`src/rtl/reloc_fence.sv`:
```
module reloc_fence #(
  parameter int AW = 32
) (
  input  logic          clk,
  input  logic          rst_n,
  input  logic          sup_mode,
  input  logic          cfg_we,
  input  logic          cfg_sel,
  input  logic [AW-1:0] cfg_wdata,
  input  logic          acc_req,
  input  logic [AW-1:0] acc_laddr,
  output logic          acc_done,
  output logic          mem_req,
  output logic [AW-1:0] mem_paddr,
  output logic          prot_fault,
  output logic          priv_fault
);

  logic [AW-1:0] base_q;
  logic [AW-1:0] limit_q;
  logic          armed_q;

  logic [AW:0]   sum;
  logic          in_range;
  logic          pass;
  logic          wr_ok;

  assign sum      = {1'b0, base_q} + {1'b0, acc_laddr};
  assign in_range = acc_laddr <= limit_q;
  assign pass     = acc_req && armed_q && in_range && !sum[AW];
  assign wr_ok    = cfg_we && sup_mode;

  always_ff @(posedge clk) begin
    if (!rst_n) begin
      base_q  <= '0;
      limit_q <= '0;
      armed_q <= 1'b0;
    end else if (wr_ok) begin
      if (cfg_sel) begin
        limit_q <= cfg_wdata;
        armed_q <= 1'b1;
      end else begin
        base_q <= cfg_wdata;
      end
    end
  end

  always_ff @(posedge clk) begin
    if (!rst_n) begin
      acc_done   <= 1'b0;
      mem_req    <= 1'b0;
      mem_paddr  <= '0;
      prot_fault <= 1'b0;
      priv_fault <= 1'b0;
    end else begin
      acc_done   <= acc_req;
      mem_req    <= pass;
      mem_paddr  <= pass ? sum[AW-1:0] : '0;
      prot_fault <= acc_req && !pass;
      priv_fault <= cfg_we && !sup_mode;
    end
  end

endmodule

```
`config.mk`:
```
export PLATFORM = sky130hd
export DESIGN_NAME = reloc_fence
export DESIGN_NICKNAME = d
export VERILOG_FILES = /design/src/rtl/reloc_fence.sv
export SDC_FILE = /design/constraint.sdc
export NUM_CORES = 1
export LEC_CHECK = 0
export BUFFER_PORTS_ARGS = -buffer_cell sky130_fd_sc_hd__buf_2
export CAP_MARGIN = 0
export CORE_MARGIN = 5
export CORE_UTILIZATION = 46
export DETAILED_ROUTE_END_ITERATION = 6
export GPL_ROUTABILITY_DRIVEN = 1
export PLACE_DENSITY = 0.73
export SLEW_MARGIN = 5
export SYNTH_ARGS = -nofsm -noshare
export SYNTH_HDL_FRONTEND = slang
export SYNTH_SLANG_ARGS = --single-unit
```
`constraint.sdc`:
```
create_clock -name clk -period 3.6 [get_ports clk]
set_clock_uncertainty 0.05 [all_clocks]
set_input_delay 0.18 -clock clk [delete_from_list [all_inputs] [get_ports clk]]
set_output_delay 0.18 -clock clk [all_outputs]
set_load 0.05 [all_outputs]
```
; After elaboration in Yosys (flattened, before gate mapping)
; Cells that the tools add are included.
[op_classes]
addsub = 1
n_lt_le_gt_ge = 1
bitwise_logic = 1
reduce_logical = 12
[ops]
columns = cell, count
row1 = 32-bit by 32-bit adder with 33-bit output, 1
row2 = 32-bit <= comparator, 1
row3 = 1-bit logical AND, 6
row4 = 2-bit AND reduction, 3
row5 = 1-bit logical NOT, 3
row6 = 1-bit inverter, 1
[word_totals]
ff_bits = 101
inputBits = 70
output_inout_bits = 36
word_cells = 23

; Depth between registers and ports, before layout
[logic_depth]
word_depth = 5
depth_mapped = 12
depth_no_buf = 11

; Least setup slack after synthesis
; No wires, ideal clock.
[synth_timing]
path_type = register to register
startpoint = register base_q[0]
endpoint = register mem_paddr[21]
setup_time_ns = 0.080
arrival_time_ns = 2.561
required_time_ns = 3.470
setup_slack_ns = 0.909
stages_incl_launch_ff = 13
n_path_buf = 1
synth_period_minus_slack_ns = 2.691
cell_sequence = dfxtp_1 -> ha_1 -> fa_1 -> a211oi_1 -> o21ai_0 -> a21oi_1 -> o21a_1 -> o21ai_0 -> nand4_1 -> and3_1 -> nand2_1 -> buf_2 -> nor3b_1
[synth_via]
elab_chain_cells = 4
[synth_rtl]
columns = element, line_no
row1 = start: declaration, 19  ; logic [AW-1:0] base_q;
row2 = start signal: assignment, 43  ; base_q <= cfg_wdata;
row3 = 32-bit by 32-bit adder with 33-bit output *, 28  ; assign sum = {1'b0, base_q} + {1'b0, acc_laddr};
row4 = 1-bit logical NOT, 30  ; assign pass = acc_req && armed_q && in_range && !sum[AW];
row5 = 1-bit logical AND, 30
row6 = 2-bit AND reduction (no line), --
row7 = end signal: assignment, 58  ; mem_paddr <= pass ? sum[AW-1:0] : '0;
row8 = end: declaration, 14  ; output logic [AW-1:0] mem_paddr,
; Every way passes the cells marked *; elsewhere a longest branch is shown, timed or not.
; A chain may end at the register's enable or synchronous reset.

; Final worst setup path
; Same ends and word-level chain as after synthesis.

==> run metrics <==
peak supply drop 231.8 µV; Top FF cell, synth dfxtp_1; R2R Path Start base_q[0]$_SDFFE_PN0P_; CP Launch Point base_q[0]$_SDFFE_PN0P_; clk slew on worst S/H paths 0.07 ns; crit path capture type flip-flop; vias in the first global route 4963; Cell Chain, Critical Path ha_1, fa_1, a211oi_1, o21ai_0, a21oi_2, o21a_1, o21ai_0, nand4_1, and3_1, nand2_1, buf_4, nor3b_1; HPWL after detailed placement 11.45 mm; PwrDens 381.4 nW/µm²; worst-path maximum fanout 13; Initial Util 46.96%; CTS sink cnt 101; Synth Area per Inst 8.221 µm²; CP top delay family compound AO/OA/AOI/OAI gates; Post-CTS Hold Fix Bufs 0; HP Class primary input to flip-flop; worst relative slew slack 53.11%; Synthesis Warnings 0; Port Buffer Count 105; CTS Buf Count 9; first-pass GRT wire length 24.18 mm; crit path DAT 3.45 ns; DR pass1 iterations 4; # fillers 1125; fin. max-slew vios 0; post-route cell area 6660 µm²; crit-path most repeated cell o21ai_0; number of max-cap violations 0; ys async rst share 0%; share of cells above drive strength 1 17.47%; Worst Min Path Start acc_req; Layout Nets 920; Post-CTS Setup Inserts 0; Unique masters post-synth 47; total negative setup slack 0 ns; via count 5021; pin count of the biggest net entering global routing 44; Internal 0.001853 W; Cell Area, Synth 5664 µm²; Area Growth Syn to Fin 17.58%; sw power 0.0006875 W; Setup Crit Path Kind flip-flop to flip-flop; Final Hold Violating Endpoints 0; Slowest-stage cell, CP fa_1; RePlAce Congestion 0.8994; total die area 14630 µm²; later-pin clock latency in the skew report 0.36 ns; LEAKAGE 2.886 nW; Std-Cell Rows 40; switch share 27.06%; RSZ-0062 raised after global routing false; syn_nets 824; Gate Count Post-Synth 689; Max Root-Sink Buffers 2; CTS tree yes; Cell Area, Placed 6350 µm²; root buffer cell clkbuf_16; DRC Markers 0; Reg power frac 45.6%; WL/cell 15.35 µm; final wirelength 14.71 mm; die width 121.0 µm; io pins 106; fin crit period 3.235 ns; worst path bufs/invs 1; Setup-failing EPs final 0; Clk pwr share 39.3%; final period utilization 89.87%; Seq/Total Area, Yosys 35.70%; status completed; slowest stage delay, CP 0.44 ns; CP required 3.81 ns; n_diodes 0; initial DRC count 233; Worst Slack Setup Final 0.3646 ns; Core Footprint 12060 µm²; combinational share of power 15.1%; initial antenna violation count 0; gr ovfl total 0; via/cell ratio 5.241; Post-synth EDFFs 0; Die Y 121.0 µm; crit path launch type flip-flop; all-layer global routing usage 20.74%; ANT nets after route 0; actual slew at the worst max-slew pin 0.7033 ns; htree depth 3; Peak Freq 309.1 MHz; post-synthesis register bit count 101; Place WS 0.3699 ns
## state kept, by name, summed over array words and instances (netlist names)
| register | flops |
|---|---|
| armed_q | 1 |
| limit_q | 32 |
| priv_fault | 1 |
| base_q | 32 |
| mem_paddr | 32 |
| acc_done | 1 |
| prot_fault | 1 |
| mem_req | 1 |
## area by class of cell
class	instances	area (µm²)	area share, %
clock buffers	9	225.2	3.382
clock inverters	7	81.33	1.221
inverters	41	153.9	2.311
multi-input cells	520	3390	50.89
flip-flops and latches	101	2022	30.36
well taps	168	210.2	3.156
repair buffers	112	578.1	8.679
## final timing paths
kind | end | slack, ns | depth (start not counted)
hold / removal | acc_done$_SDFF_PN0_ | 0.02 | 2
hold reg to reg | limit_q[4]$_SDFFE_PN0P_ | 0.41 | 2
setup reg to reg | mem_paddr[21]$_SDFF_PN0_ | 0.36 | 12
setup / recovery | mem_paddr[21]$_SDFF_PN0_ | 0.36 | 12
## layout by cell type, fill, tap and decap left out, types with 5 or more instances in the layout
cell and count:
buf_4 7, nor2_1 35, o21ai_0 22, xnor2_1 15, o21bai_1 6, nand3_1 5
a31oi_1 5, inv_1 41, ha_1 64, a211oi_1 6, nand4_1 10, a21oi_1 45
and3_1 9, a21boi_0 66, dfxtp_1 101, o21a_1 8, buf_2 105, clkbuf_16 9
xor2_1 11, a21o_1 13, nor2b_1 6, nand2_1 151
## power groups by stage
stage                     Sequential, W  Clock (W)  Combinational [W]
after global routing            0.00116    0.00106           0.000432
after CTS                       0.00116    0.00102           0.000383
after detailed placement        0.00119          0           0.000380
final                           0.00116   0.000998           0.000384
after floorplan                 0.00119          0           0.000242
after global placement          0.00118          0           0.000373
## kinds of logic (layout without fill, tap and decap cells)
logic type | count (synthesis) | after routing | share of synthesized area [%]
adders and majority gates | 65 | 65 | 14.49
DFF | 101 | 101 | 35.70
AOI/OAI and AO/OA | 191 | 191 | 23.17
xor gates and xnor gates | 26 | 26 | 4.020
buffers and inverters | 68 | 169 | 4.573
and+or+nand+nor | 238 | 238 | 18.05
## per-stage QoR
step	total power (W)	util, %	hold slack [ns]	instances
final	0.002540	55.22	0.02472	958
after global routing	0.002658	55.22	0.03237	958
after CTS	0.002561	55.19	0.01779	958
after detailed placement	0.001565	52.65	0.3917	942
after global placement	0.001557	52.65	0.3933	942
after floorplan	0.001436	-	0.2665	689
## repair_timing
action                     4_1_cts  5_1_grt
hold endpoints to repair         0        0
gates resized for setup          0        1
setup endpoints to repair        0        1
## synthesized netlist by cell type, drive strengths merged, types with 2 or more instances
cell type    n  share of area, %
a2111oi      5               1.1
a211oi       6              0.80
a21boi      66               8.7
a21o        13               1.7
a21oi       46               4.1
a31oi        5              0.55
and2         4              0.44
and3         9              0.99
and4         2              0.31
buf          3              0.26
clkbuf      24               1.6
dfxtp      101                36
ha          64                14
inv         41               2.7
nand2      151                10
nand3        5              0.44
nand4       10               1.1
nor2        36               2.4
nor2b        6              0.66
nor3         4              0.35
nor3b        2              0.26
o211ai       2              0.26
o21a         8               1.1
o21ai       22               1.9
o21bai       6              0.80
o311a        2              0.35
or2          4              0.44
xnor2       15               2.3
xor2        11               1.7
## layer usage
metal  global-route usage (%)  wire [µm]  vias up
met5                        0          0        -
met4                    8.003        260        0
met3                    3.963        864       14
met2                    34.35       6937      117
met1                    26.67       6647     2327
li1                         -          -     2563
Note: power is estimated with default switching activity, not from simulation.
